File: src/rtl/addr_win_pkg.sv
`timescale 1ns/1ps
package addr_win_pkg;
  typedef enum logic [1:0] {
    KIND_NONE     = 2'd0,
    KIND_IO       = 2'd1,
    KIND_MEM      = 2'd2,
    KIND_MEM_DUAL = 2'd3
  } txn_kind_e;

  localparam int unsigned ISA_SPAN_BITS = 16; // first 64 KB of I/O space
endpackage

File: src/rtl/awd_range_cmp.sv
`timescale 1ns/1ps
module awd_range_cmp #(
  parameter int unsigned W = 20
) (
  input  logic [W-1:0] val_i,
  input  logic [W-1:0] base_i,
  input  logic [W-1:0] limit_i,
  output logic         hit_o
);
  // base > limit yields no hit at all
  assign hit_o = (val_i >= base_i) && (val_i <= limit_i);
endmodule

File: src/rtl/awd_io_decode.sv
`timescale 1ns/1ps
module awd_io_decode
  import addr_win_pkg::*;
#(
  parameter int unsigned AW      = 32,
  parameter int unsigned IO_GRAN = 12,
  localparam int unsigned FW     = AW - IO_GRAN
) (
  input  logic [AW-1:0] addr_i,
  input  logic [FW-1:0] base_i,
  input  logic [FW-1:0] limit_i,
  input  logic          isa_mode_i,
  input  logic          vga_mode_i,
  output logic          win_hit_o,
  output logic          isa_block_o,
  output logic          vga_hit_o
);
  logic       low64k;
  logic [9:0] off;

  awd_range_cmp #(.W(FW)) u_io_cmp (
    .val_i  (addr_i[AW-1:IO_GRAN]),
    .base_i (base_i),
    .limit_i(limit_i),
    .hit_o  (win_hit_o)
  );

  assign low64k = (addr_i[AW-1:ISA_SPAN_BITS] == '0);
  assign off    = addr_i[9:0];

  // upper 768 bytes of each 1 KB block stay on the ISA side
  assign isa_block_o = isa_mode_i && win_hit_o && low64k && (off[9:8] != 2'b00);

  // legacy display ports, aliased every 1 KB
  assign vga_hit_o = vga_mode_i && low64k &&
                     (((off >= 10'h3B0) && (off <= 10'h3BB)) ||
                      ((off >= 10'h3C0) && (off <= 10'h3DF)));
endmodule

File: src/rtl/awd_mem_decode.sv
`timescale 1ns/1ps
module awd_mem_decode #(
  parameter int unsigned AW       = 32,
  parameter int unsigned MEM_GRAN = 20,
  localparam int unsigned MW      = AW - MEM_GRAN,
  localparam int unsigned PW      = 2*AW - MEM_GRAN
) (
  input  logic [AW-1:0] addr_lo_i,
  input  logic [AW-1:0] addr_hi_i,
  input  logic          dual_i,
  input  logic [MW-1:0] mem_base_i,
  input  logic [MW-1:0] mem_limit_i,
  input  logic [PW-1:0] pf_base_i,
  input  logic [PW-1:0] pf_limit_i,
  input  logic          vga_mode_i,
  output logic          mem_hit_o,
  output logic          pf_hit_o,
  output logic          vga_hit_o
);
  localparam logic [AW-1:0] VGA_LO = AW'(32'h000A_0000);
  localparam logic [AW-1:0] VGA_HI = AW'(32'h000B_FFFF);

  logic [2*AW-1:0] full_addr;
  logic            mem_raw;

  assign full_addr = {(dual_i ? addr_hi_i : '0), addr_lo_i};

  awd_range_cmp #(.W(MW)) u_mem_cmp (
    .val_i  (addr_lo_i[AW-1:MEM_GRAN]),
    .base_i (mem_base_i),
    .limit_i(mem_limit_i),
    .hit_o  (mem_raw)
  );

  awd_range_cmp #(.W(PW)) u_pf_cmp (
    .val_i  (full_addr[2*AW-1:MEM_GRAN]),
    .base_i (pf_base_i),
    .limit_i(pf_limit_i),
    .hit_o  (pf_hit_o)
  );

  assign mem_hit_o = mem_raw && !dual_i;
  assign vga_hit_o = vga_mode_i && !dual_i &&
                     (addr_lo_i >= VGA_LO) && (addr_lo_i <= VGA_HI);
endmodule

File: src/rtl/addr_win_decoder.sv
`timescale 1ns/1ps
module addr_win_decoder
  import addr_win_pkg::*;
#(
  parameter int unsigned AW       = 32,
  parameter int unsigned IO_GRAN  = 12,
  parameter int unsigned MEM_GRAN = 20,
  localparam int unsigned IW      = AW - IO_GRAN,
  localparam int unsigned MW      = AW - MEM_GRAN,
  localparam int unsigned PW      = 2*AW - MEM_GRAN
) (
  input  logic          clk_i,
  input  logic          rst_ni,
  input  logic          req_valid_i,
  input  logic [1:0]    req_kind_i,
  input  logic [AW-1:0] addr_lo_i,
  input  logic [AW-1:0] addr_hi_i,
  input  logic [IW-1:0] io_base_i,
  input  logic [IW-1:0] io_limit_i,
  input  logic [MW-1:0] mem_base_i,
  input  logic [MW-1:0] mem_limit_i,
  input  logic [PW-1:0] pf_base_i,
  input  logic [PW-1:0] pf_limit_i,
  input  logic          io_en_i,
  input  logic          mem_en_i,
  input  logic          master_en_i,
  input  logic          isa_mode_i,
  input  logic          vga_mode_i,
  output logic          valid_o,
  output logic          fwd_down_o,
  output logic          fwd_up_o
);
  txn_kind_e kind;
  logic is_io, is_mem, is_dual;
  logic io_win, io_isa_blk, io_vga;
  logic mem_win, pf_win, mem_vga;
  logic down_d, up_d;

  assign kind    = txn_kind_e'(req_kind_i);
  assign is_io   = (kind == KIND_IO);
  assign is_dual = (kind == KIND_MEM_DUAL);
  assign is_mem  = (kind == KIND_MEM) || is_dual;

  awd_io_decode #(.AW(AW), .IO_GRAN(IO_GRAN)) u_io (
    .addr_i     (addr_lo_i),
    .base_i     (io_base_i),
    .limit_i    (io_limit_i),
    .isa_mode_i (isa_mode_i),
    .vga_mode_i (vga_mode_i),
    .win_hit_o  (io_win),
    .isa_block_o(io_isa_blk),
    .vga_hit_o  (io_vga)
  );

  awd_mem_decode #(.AW(AW), .MEM_GRAN(MEM_GRAN)) u_mem (
    .addr_lo_i  (addr_lo_i),
    .addr_hi_i  (addr_hi_i),
    .dual_i     (is_dual),
    .mem_base_i (mem_base_i),
    .mem_limit_i(mem_limit_i),
    .pf_base_i  (pf_base_i),
    .pf_limit_i (pf_limit_i),
    .vga_mode_i (vga_mode_i),
    .mem_hit_o  (mem_win),
    .pf_hit_o   (pf_win),
    .vga_hit_o  (mem_vga)
  );

  always_comb begin
    down_d = 1'b0;
    if (is_io)
      down_d = io_en_i && (io_vga || (io_win && !io_isa_blk));
    else if (is_mem)
      down_d = mem_en_i && (mem_win || pf_win || mem_vga);
    up_d = (is_io || is_mem) && !down_d && master_en_i;
  end

  always_ff @(posedge clk_i or negedge rst_ni) begin
    if (!rst_ni) begin
      valid_o    <= 1'b0;
      fwd_down_o <= 1'b0;
      fwd_up_o   <= 1'b0;
    end else begin
      valid_o    <= req_valid_i;
      fwd_down_o <= req_valid_i && down_d;
      fwd_up_o   <= req_valid_i && up_d;
    end
  end

  a_r12_exclusive: assert property (@(posedge clk_i) disable iff (!rst_ni)
    !(fwd_down_o && fwd_up_o));
  a_r2_valid_follows: assert property (@(posedge clk_i) disable iff (!rst_ni)
    req_valid_i |=> valid_o);
  a_r2_idle_quiet: assert property (@(posedge clk_i) disable iff (!rst_ni)
    !valid_o |-> (!fwd_down_o && !fwd_up_o));
  a_r11_up_needs_master: assert property (@(posedge clk_i) disable iff (!rst_ni)
    (req_valid_i && !master_en_i) |=> !fwd_up_o);
  a_r3_io_needs_enable: assert property (@(posedge clk_i) disable iff (!rst_ni)
    (req_valid_i && is_io && !io_en_i) |=> !fwd_down_o);
  a_r7_dual_pf_only: assert property (@(posedge clk_i) disable iff (!rst_ni)
    (req_valid_i && is_dual && !pf_win) |=> !fwd_down_o);
endmodule

File: config.mk
export PLATFORM = sky130hd
export DESIGN_NAME = addr_win_decoder
export DESIGN_NICKNAME = d
export VERILOG_FILES = /design/src/rtl/addr_win_pkg.sv /design/src/rtl/awd_range_cmp.sv /design/src/rtl/awd_io_decode.sv /design/src/rtl/awd_mem_decode.sv /design/src/rtl/addr_win_decoder.sv
export SDC_FILE = /design/constraint.sdc
export NUM_CORES = 1
export LEC_CHECK = 0
export BUFFER_PORTS_ARGS = -buffer_cell sky130_fd_sc_hd__buf_2
export CAP_MARGIN = 15
export CORE_ASPECT_RATIO = 1.75
export CORE_MARGIN = 2
export CORE_UTILIZATION = 30
export CTS_BUF_LIST = sky130_fd_sc_hd__clkbuf_2
export CTS_CLUSTER_SIZE = 16
export DETAILED_ROUTE_END_ITERATION = 6
export HOLD_SLACK_MARGIN = 0.06
export SYNTH_ARGS = -nofsm -noshare
export SYNTH_HDL_FRONTEND = slang
export SYNTH_SLANG_ARGS = --single-unit
File: constraint.sdc
create_clock -name clk_i -period 0.8 [get_ports clk_i]
set_input_delay 0.16 -clock clk_i [delete_from_list [all_inputs] [get_ports clk_i]]
set_output_delay 0.16 -clock clk_i [all_outputs]
set_load 0.01 [all_outputs]
== Yosys cells after proc, flatten, opt, wreduce, memory -nomap -nowiden ==
Index checks and enable logic that the tools add are counted.

* Register bits: 3
* Input bits: 226
* Output and inout port bits: 3

* Order comparisons: 12
* Equality and inequality tests: 3
* Multiplexer cells: 3
* Reduce and logical (&&, ||, !) cells: 32

{| class="wikitable"
|+ Operators by type and width
! operator !! count
|-
| 44-bit greater-or-equal comparator || 1
|-
| 44-bit <= comparator || 1
|-
| 32-bit by 20-bit greater-or-equal comparator with 1-bit output (second input constant) || 1
|-
| 32-bit by 20-bit <= comparator with 1-bit output (second input constant) || 1
|-
| 32-bit 2-to-1 mux || 1
|-
| 1-bit logical AND || 21
|-
| 10-bit greater-or-equal comparator (second input constant) || 2
|-
| 20-bit greater-or-equal comparator || 1
|-
| 10-bit <= comparator (second input constant) || 2
|-
| 20-bit <= comparator || 1
|-
| 16-bit zero test || 1
|-
| 12-bit greater-or-equal comparator || 1
|-
| 12-bit <= comparator || 1
|-
| 1-bit logical OR || 6
|-
| 2-bit equality test (second input constant) || 2
|-
| 1-bit zero test || 3
|-
| 2-bit by 1-bit equality test with 1-bit output (second input constant) || 1
|-
| 1-bit 2-to-1 mux || 2
|-
| 2-bit nonzero test || 1
|}

== Depth between registers and ports, before layout ==
Gate-level depths: netlist of the first run.

* Word-level depth: 14
* Gate-level depth with buffers: 11
* Depth with buffers taken out: 9

== Cells and area by module ==
A second synthesis of the first run with hierarchy kept.

* Cell total of the unflattened synthesis: 600
* Area, all modules: 4311.6 um2

{| class="wikitable"
|+ By module, submodules not included
! module !! instances !! cells each !! area an instance (um2) !! sequential area each (um2)
|-
| awd_range_cmp at u_mem.u_pf_cmp || 1 || 314 || 2200.9 || 0.0
|-
| awd_range_cmp at u_io.u_io_cmp || 1 || 140 || 997.2 || 0.0
|-
| awd_range_cmp at u_mem.u_mem_cmp || 1 || 82 || 590.6 || 0.0
|-
| awd_mem_decode || 1 || 42 || 284.0 || 0.0
|-
| addr_win_decoder || 1 || 11 || 140.1 || 75.1
|-
| awd_io_decode || 1 || 11 || 98.8 || 0.0
|}

== Worst setup path after synthesis of the first run ==
OpenSTA, ideal clock, no wires.

* Kind: input-to-reg
* Start point: input port req_kind_i[1]
* End point: register fwd_up_o
* Arrival: 2259 ps
* Slack: -1579 ps
* Stages: 10
* Path buffers: 2
* Cells stage by stage: buf_6 > clkbuf_1 > and3_1 > ha_1 > nand4_1 > nor4_1 > a31oi_1 > a22o_1 > a311o_1 > and3_1

* Longest elaborated chain between the ends: 13

{| class="wikitable"
|+ Ends and longest elaborated chain
! item !! RTL line !! source
|-
| from (decl) || addr_win_decoder.sv:15 || <nowiki>input logic [1:0] req_kind_i,</nowiki>
|-
| 2-bit equality test || addr_win_decoder.sv:41 || <nowiki>assign is_dual = (kind == KIND_MEM_DUAL);</nowiki>
|-
| 32-bit 2-to-1 mux or 1-bit zero test (tied branches) || awd_mem_decode.sv:26, awd_mem_decode.sv:42, awd_mem_decode.sv:43 ||
|-
| 44-bit greater-or-equal comparator, or another cell as far along || awd_range_cmp.sv:11 || <nowiki>assign hit_o = (val_i >= base_i) && (val_i <= limit_i);</nowiki>
|-
| 1-bit logical AND, on equally long branches || awd_range_cmp.sv:11, awd_mem_decode.sv:43 ||
|-
| 1-bit logical OR or 1-bit logical AND (tied branches) || addr_win_decoder.sv:74, awd_mem_decode.sv:44 ||
|-
| 1-bit logical OR || addr_win_decoder.sv:74 || <nowiki>down_d = mem_en_i && (mem_win || pf_win || mem_vga);</nowiki>
|-
| 1-bit logical AND || addr_win_decoder.sv:74 ||
|-
| 1-bit 2-to-1 mux || addr_win_decoder.sv:73 || <nowiki>else if (is_mem)</nowiki>
|-
| 1-bit 2-to-1 mux || addr_win_decoder.sv:71 || <nowiki>if (is_io)</nowiki>
|-
| 1-bit zero test || addr_win_decoder.sv:75 || <nowiki>up_d = (is_io || is_mem) && !down_d && master_en_i;</nowiki>
|-
| 1-bit logical AND * (2 in a row) || addr_win_decoder.sv:75 ||
|-
| 1-bit logical AND * || addr_win_decoder.sv:86 || <nowiki>fwd_up_o <= req_valid_i && up_d;</nowiki>
|-
| to (signal assigned) || addr_win_decoder.sv:86 ||
|-
| to (decl) || addr_win_decoder.sv:31 || <nowiki>output logic fwd_up_o</nowiki>
|}

Every way passes the cells marked *; elsewhere a longest branch is shown, timed or not.

== Worst setup path in the final report of the first run ==
Ends and elaborated chain as after synthesis.

==> flow_summary.json, run 1 <==
{
  "status": "finished with violations",
  "failed_checks": "setup timing",
  "area_delta_synth_final_pct": 60.9,
  "postLayoutCoreUtil_pct": 49.6,
  "place_area_um2": 6270,
  "final-max-slew-violation-count": 0,
  "ir_worst_vdd_mv": 0.225,
  "drt_iter0_drc": 113,
  "ioPinCount": 229,
  "numCtsBuffers": 3,
  "grt_setup_unrepaired": "true",
  "hp-class": "input port to flop",
  "maxCapViolCount": 0,
  "die-area_um2": 15400,
  "drt_wl_total_um": 16400,
  "grt_start_max_net_pins": 13,
  "relSlewSlack_pct": 73.9,
  "setup_slack_ps": -1460,
  "hpwl_um": 14000,
  "synth_top_area_share_pct": 43.6,
  "ys_top_cells_by_area": "ha_1, inv_1, and3_1",
  "drc_errors": 0,
  "start_kind": "input port",
  "ys_types": 47,
  "pre_cts_ws_ps": -1840,
  "port_buffers": 224,
  "multi_input_area_um2": 4040,
  "cp.required_ps": 890,
  "worst_pin_slew_ps": 381,
  "final_common_cell": "buf_2",
  "die_w_um": 94.5,
  "nNetsFinal": 1292,
  "powerDensity_nw_per_um2": 484,
  "finish.instance_area_um2": 6930,
  "synthArstFlopShare_pct": 100,
  "syn_area_um2": 4300,
  "yosys_warnings": 0,
  "syn_avg_cell_area_um2": 7.15,
  "vias": 5337,
  "finalCriticalPeriod_ps": 2260,
  "synth_top_cell_by_area": "ha_1",
  "final_cell_mix": "buf_2, inv_1, ha_1, buf_4, a21oi_1",
  "sequential_cell_area_um2": 75.1,
  "cts_tree": "yes",
  "p_leak_nw": 4.17,
  "track_usage_pct": 20.8,
  "ant_nets": 0,
  "grt_antenna_before_repair": 8,
  "fin_total_pwr_mw": 3.35,
  "cp-end-kind": "flop",
  "clock_path_buffers": 2,
  "first_pass_iters": 6,
  "gp_congestion": 0.876,
  "grt_pass1_vias": 5639,
  "critical_path_class": "input port to flop",
  "ys_seq_area_share_pct": 1.74,
  "drive_gt1_share_pct": 41.1,
  "cts-root-buf": "clkbuf_2",
  "core_area_um2": 14000,
  "initial_core_util_pct": 30.8,
  "nFillCells": 1466,
  "path_max_fanout": 12,
  "ys_ff_latch": 3,
  "die_h_um": 162,
  "hold_viol_final": 0,
  "htreeDepth": 1,
  "cts_sinks": 3,
  "fp-row-count": 57,
  "synth-main-ff-cell": "dfrtp_1",
  "setup_viol": 5,
  "synth_edf_count": 0,
  "crit_arrival_ps": 2360,
  "grt_overflow": 0,
  "grt_first_pass_wirelength_um": 25200,
  "syn_inst": 602,
  "fmax_mhz": 442,
  "whs_ps": 99.3,
  "clk_pin_slew_ps": 40,
  "via_per_inst": 4.87,
  "synth_fp_nets": 978,
  "post-route-period-util_pct": 283,
  "wl_per_cell_um": 14.9
}
routing by layer:
metal,vias to the layer above,part of all wire (%),GRT usage [%],wire (µm)
met5,-,0.043,0,7
met2,187,55,43.3,9000
li1,2776,-,-,-
met3,34,6.1,2.27,997
met1,2338,35,19.5,5740
met4,2,3.9,8.70,639
worst max-delay path, stage by stage:
cell,delay [ps]
buf_12,130
buf_12,140
and3_4,170
ha_1,270
nand4_1,170
nor3_4,210
and4b_1,270
a31oi_1,100
a22o_1,220
a311o_1,350
and3_1,170
area by class of cell:
type                            instances  area share [%]
Multi-Input combinational cell        439            58.4
Antenna cell                            5           0.181
Clock buffer                            4           0.289
Timing Repair Buffer                  316            28.6
Tap cell                              177            3.20
Sequential cell                         3            1.08
Inverter                              153            8.29
per-stage QoR:
step	TNS (ps)	std cells
2_1_floorplan	-2910	602
3_3_place_gp	-3610	1070
3_5_place_dp	-3600	1070
4_1_cts	-3100	1091
5_1_grt	-3260	1097
6_report	-3020	1097
logic make-up (layout without fill, tap and decap cells):
logic type               count (synthesis)  count (layout)  synth area share, %
XOR/XNOR                                 1               1                0.204
AND/OR/NAND/NOR                        155             155                 20.2
AO/OA/AOI/OAI                          133             133                 20.1
flip-flops                               3               3                 1.74
adder cells (fa/ha/maj)                150             150                 43.6
buffers and inverters                  160             473                 14.1
other                                    0               5                    0
synth_stat cells (all sizes together), types with 4 or more instances:
cell / count
clkbuf: 6
nor2: 20
and3: 36
o21ai: 25
o211ai: 8
nand4: 28
a21oi: 40
a21boi: 4
nor2b: 6
inv: 153
a21o: 14
a211oi: 12
nand2: 30
nor3: 6
nand3: 10
nor4: 4
a221oi: 5
ha: 150
and4: 4
timing repair:
action / in CTS / in global routing
hold buffers: 1 / 0
buffers inserted: 13 / 1
setup endpoints to repair: 5 / 5
pin swaps: 32 / 15
endpoints found under the hold margin: 3 / 0
gates cloned: 4 / 0
resized for setup: 53 / 8
state kept, by name (all words and copies together) (netlist names):
name	cells
fwd_down_o	1
fwd_up_o	1
valid_o	1
power by group:
part           switching, mW  leakage (nW)  internal [mW]
logic                   1.39          4.11           1.58
registers            0.00319        0.0387          0.160
clock network         0.0806        0.0166          0.132
final timing paths:
path	slack [ps]	start	end	cells past startpoint
min in group asynchronous	300	rst_ni	valid_o	2
min	100	req_valid_i	valid_o	1
max in group asynchronous	390	rst_ni	fwd_up_o	2
max	-1460	req_kind_i[1]	fwd_up_o	11
No activity file was read; power rests on OpenSTA's default activity.
==> run 2: changes to the inputs <==
--- a/config.mk
+++ b/config.mk
@@ -8,7 +8,7 @@
 export BUFFER_PORTS_ARGS = -buffer_cell sky130_fd_sc_hd__buf_2
 export CAP_MARGIN = 15
 export CORE_ASPECT_RATIO = 1.75
-export CORE_MARGIN = 2
+export CORE_MARGIN = 5
 export CORE_UTILIZATION = 30
 export CTS_BUF_LIST = sky130_fd_sc_hd__clkbuf_2
 export CTS_CLUSTER_SIZE = 16
==> constraint.sdc (replaced) <==
create_clock -name clk_i -period 2.8 [get_ports clk_i]
set_input_delay 0.56 -clock clk_i [delete_from_list [all_inputs] [get_ports clk_i]]
set_output_delay 0.56 -clock clk_i [all_outputs]
set_load 0.01 [all_outputs]
==> flow_summary.json, run 2 (synthesized netlist as in run 1, its figures left out) <==
{
  "relSlewSlack_pct": 69.5,
  "ir_worst_vdd_mv": 0.0836,
  "p_switching_mw": 0.383,
  "p_int_mw": 0.465,
  "whs_ps": 141,
  "die-area_um2": 16900,
  "clock_path_buffers": 2,
  "die_w_um": 101,
  "hold_viol_final": 0,
  "hpwl_um": 14900,
  "p_seq_share_pct": 5.4,
  "cts_tree": "yes",
  "cp-end-kind": "flop",
  "gp_congestion": 0.862,
  "powerDensity_nw_per_um2": 134,
  "clk_pin_slew_ps": 40,
  "finalCriticalPeriod_ps": 2730,
  "drt_wl_total_um": 16000,
  "fmax_mhz": 367,
  "final-max-slew-violation-count": 0,
  "initial_core_util_pct": 30.3,
  "grt_start_max_net_pins": 21,
  "swShare_pct": 45.2,
  "grt_antenna_before_repair": 5,
  "vias": 5195,
  "critical_path_class": "input port to flop",
  "grt_first_pass_wirelength_um": 24500,
  "drc_errors": 0,
  "place_inst": 1070,
  "fp-row-count": 58,
  "cts_sinks": 3,
  "grt_overflow": 0,
  "stdcell_count": 1077,
  "largest_registers": "fwd_down_o x1, fwd_up_o x1, valid_o x1",
  "status": "finished, final reports clean",
  "grt_pass1_vias": 5410,
  "path_max_fanout": 19,
  "via_per_inst": 4.82,
  "p_comb_share_pct": 87.4,
  "setup_viol": 0,
  "postCtsHoldBufs": 0,
  "nNetsFinal": 1272,
  "ant_nets": 0,
  "maxCapViolCount": 0,
  "final_cell_mix": "buf_2, inv_1, ha_1, buf_4, a21oi_1",
  "htreeDepth": 1,
  "track_usage_pct": 18.2,
  "core_area_um2": 14200,
  "post_cts_buffers": 0,
  "area_delta_synth_final_pct": 46.8,
  "wl_per_cell_um": 14.9,
  "worst_pin_slew_ps": 445,
  "numCtsBuffers": 3,
  "final_common_cell": "buf_2",
  "crit_arrival_ps": 2820,
  "drive_gt1_share_pct": 35.2,
  "ioPinCount": 229,
  "die_h_um": 168,
  "drt_iter0_drc": 53,
  "hp-class": "input port to async pin",
  "first_pass_iters": 4,
  "port_buffers": 224,
  "p_leak_nw": 4.05,
  "cp.required_ps": 2900,
  "post-route-period-util_pct": 97.4,
  "tns_ps": 0,
  "power_frac_clock_pct": 7.2,
  "cts-root-buf": "clkbuf_2",
  "start_kind": "input port"
}
## run 2: stage by stage
| stage | worst slack (ps) | total power, mW | cell area, µm² | utilization (%) |
|---|---|---|---|---|
| after floorplan | 21.3 | 0.414 | 4300 | - |
| after global placement | -287 | 0.772 | 6190 | 43.5 |
| after detailed placement | -297 | 0.780 | 6190 | 43.5 |
| after CTS | 13.0 | 0.850 | 6230 | 43.8 |
| after global routing | -4.78 | 0.970 | 6320 | 44.4 |
| final | 71.5 | 0.848 | 6320 | 44.4 |
## run 2: area by class of cell
| type | instances | area [µm²] |
|---|---|---|
| Tap cell | 180 | 225 |
| Clock buffer | 4 | 20.0 |
| Fill cell | 1569 | 7910 |
| Multi-Input combinational cell | 439 | 3690 |
| Antenna cell | 2 | 5.00 |
| Sequential cell | 3 | 75.1 |
| Inverter | 153 | 574 |
| Timing Repair Buffer | 296 | 1730 |
## run 2: worst paths after layout
path | startpoint | to | slack (ps)
hold / removal | rst_ni | fwd_up_o | 140
min in group clk_i | req_valid_i | valid_o | 490
setup / recovery | req_kind_i[1] | fwd_up_o | 70
max in group asynchronous | rst_ni | fwd_down_o | 2550
## run 2: power by group through the flow
stage / registers (mW) / logic (mW) / clock network (mW)
floorplan: 0.0479 / 0.366 / 0
global placement: 0.0465 / 0.726 / 0
detailed placement: 0.0466 / 0.733 / 0
CTS: 0.0461 / 0.741 / 0.0627
global route: 0.0462 / 0.855 / 0.0689
finish: 0.0460 / 0.741 / 0.0609
## run 2: what timing repair did
item | 4_1_cts | 5_1_grt
pin swaps | 1 | 4
cloned | 0 | 1
endpoints found under the setup margin | 1 | 2
resized for setup | 4 | 11
## run 2: routing by layer
metal  GRT usage, %  part of all wire (%)  wire, µm
met1           17.5                    35      5520
met2           37.4                    56      8920
met3           3.46                   6.6      1050
met4           5.28                   2.9       463
met5              0                  0.24        39
## run 2: critical path: stages
cell	delay, ps
buf_6	130
buf_12	150
and3_1	170
buf_4	130
ha_1	280
nand4_1	130
nor2_1	170
and4b_1	270
a31oi_1	100
a22o_1	230
a311o_1	330
and3_1	170
==> run 3: changes to the inputs <==
--- a/config.mk
+++ b/config.mk
@@ -5,7 +5,7 @@
 export SDC_FILE = /design/constraint.sdc
 export NUM_CORES = 1
 export LEC_CHECK = 0
-export BUFFER_PORTS_ARGS = -buffer_cell sky130_fd_sc_hd__buf_2
+export BUFFER_PORTS_ARGS = -buffer_cell sky130_fd_sc_hd__buf_4
 export CAP_MARGIN = 15
 export CORE_ASPECT_RATIO = 1.75
 export CORE_MARGIN = 5
==> flow_summary.json, run 3 (synthesized netlist as in run 1, its figures left out) <==
{
  "status": "finished, final reports clean",
  "worst_pin_slew_ps": 501,
  "final_cell_mix": "buf_4, inv_1, ha_1, a21oi_1, and3_1",
  "finalCriticalPeriod_ps": 2730,
  "ioPinCount": 229,
  "core_area_um2": 14200,
  "fp-row-count": 58,
  "pre_cts_ws_ps": -244,
  "ir_worst_vdd_mv": 0.0748,
  "final_common_cell": "buf_4",
  "drc_errors": 0,
  "cts-root-buf": "clkbuf_2",
  "ant_nets": 0,
  "via_per_inst": 4.88,
  "postCtsHoldBufs": 0,
  "clk_pin_slew_ps": 40,
  "powerDensity_nw_per_um2": 135,
  "first_pass_iters": 4,
  "die_h_um": 168,
  "tns_ps": 0,
  "hpwl_um": 15100,
  "gp_congestion": 0.885,
  "grt_setup_unrepaired": "false",
  "clock_path_buffers": 2,
  "fmax_mhz": 366,
  "critical_path_class": "input port to flop",
  "cts_sinks": 3,
  "numCtsBuffers": 3,
  "postLayoutCoreUtil_pct": 47.5,
  "nNetsFinal": 1262,
  "start_kind": "input port",
  "setup_viol": 0,
  "maxCapViolCount": 0,
  "drive_gt1_share_pct": 34.7,
  "crit_chain": "buf_8 -> buf_4 -> and3_1 -> ha_1 -> a21o_1 -> a21o_1 -> a21oi_1 -> o21ai_0 -> a22o_1 -> a311o_1 -> and3_1",
  "p_leak_nw": 4.18,
  "die-area_um2": 16900,
  "place_inst": 1060,
  "wl_per_cell_um": 15.2,
  "hold_viol_final": 0,
  "fin_total_pwr_mw": 0.911,
  "hp-class": "input port to async pin",
  "vias": 5192,
  "relSlewSlack_pct": 65.8,
  "cp_slowest_cell": "a311o_1",
  "largest_registers": "fwd_down_o x1, fwd_up_o x1, valid_o x1",
  "cp-end-kind": "flop",
  "cts_tree": "yes",
  "drt_wl_total_um": 16200,
  "grt_pass1_vias": 5431,
  "port_buffers": 224,
  "grt_first_pass_wirelength_um": 24800,
  "setup_slack_ps": 71.2,
  "grt_start_max_net_pins": 24,
  "grt_overflow": 0,
  "num_antenna_cells": 0,
  "die_w_um": 101,
  "crit_arrival_ps": 2820,
  "area_delta_synth_final_pct": 56.9,
  "drt_iter0_drc": 65,
  "final-max-slew-violation-count": 0,
  "grt_antenna_before_repair": 0,
  "post-route-period-util_pct": 97.5,
  "path_max_fanout": 23,
  "track_usage_pct": 18.5,
  "initial_core_util_pct": 30.3,
  "htreeDepth": 1,
  "stdcell_count": 1065,
  "cp.required_ps": 2890,
  "cpPeakStageDelay_ps": 340
}
-- run 3: changes by cell type in the layout (fill, tap and decap cells not counted), sizes merged --
cell / before / now
buf: 295 / 286
clkbuf: 5 / 4
diode: 2 / 0
-- run 3: final timing paths --
kind	from	end	slack (ps)	cells past startpoint
max in group asynchronous	rst_ni	fwd_up_o	2560	1
worst max-delay path	req_kind_i[1]	fwd_up_o	70	11
min in group clk_i	req_valid_i	valid_o	480	1
worst min-delay path	rst_ni	fwd_down_o	140	1
-- run 3: critical path, delay by kind of cell --
family,cells,cell delay (ps)
buffers and inverters,2,310
adders and majority gates,1,290
and+or+nand+nor,2,350
AOI/OAI and AO/OA,6,1280
-- run 3: power breakdown --
| part | switching (mW) | internal [mW] |
|---|---|---|
| clock network | 0.0224 | 0.0377 |
| registers | 0.000640 | 0.0456 |
| logic | 0.353 | 0.452 |
| total | 0.376 | 0.535 |
-- run 3: area by class of cell --
cell class              instances  area (µm²)
fillers                      1542        7470
multi-input cells             439        3700
repair buffers                286        2160
inverters                     153         574
well taps                     180         225
flip-flops and latches          3        75.1
clock buffers                   4        20.0
-- run 3: through the flow --
| stage | hold WS, ps | area [µm²] |
|---|---|---|
| 3_3_place_gp | 349 | 6640 |
| 2_1_floorplan | 264 | 4300 |
| 5_1_grt | 114 | 6750 |
| 4_1_cts | 128 | 6670 |
| 6_report | 140 | 6750 |
| 3_5_place_dp | 354 | 6640 |
-- run 3: what timing repair did --
action,4_1_cts,5_1_grt
resized for setup,3,11
endpoints found under the setup margin,1,2
setup buffers,0,1
pin swaps,0,9
-- run 3: per-layer routing --
| metal | GRT usage, % | wire [µm] | up-vias |
|---|---|---|---|
| li1 | - | - | 2702 |
| met3 | 3.63 | 1180 | 24 |
| met1 | 17.2 | 5350 | 2299 |
| met4 | 4.87 | 401 | 0 |
| met5 | 0 | 0 | - |
| met2 | 38.7 | 9230 | 167 |
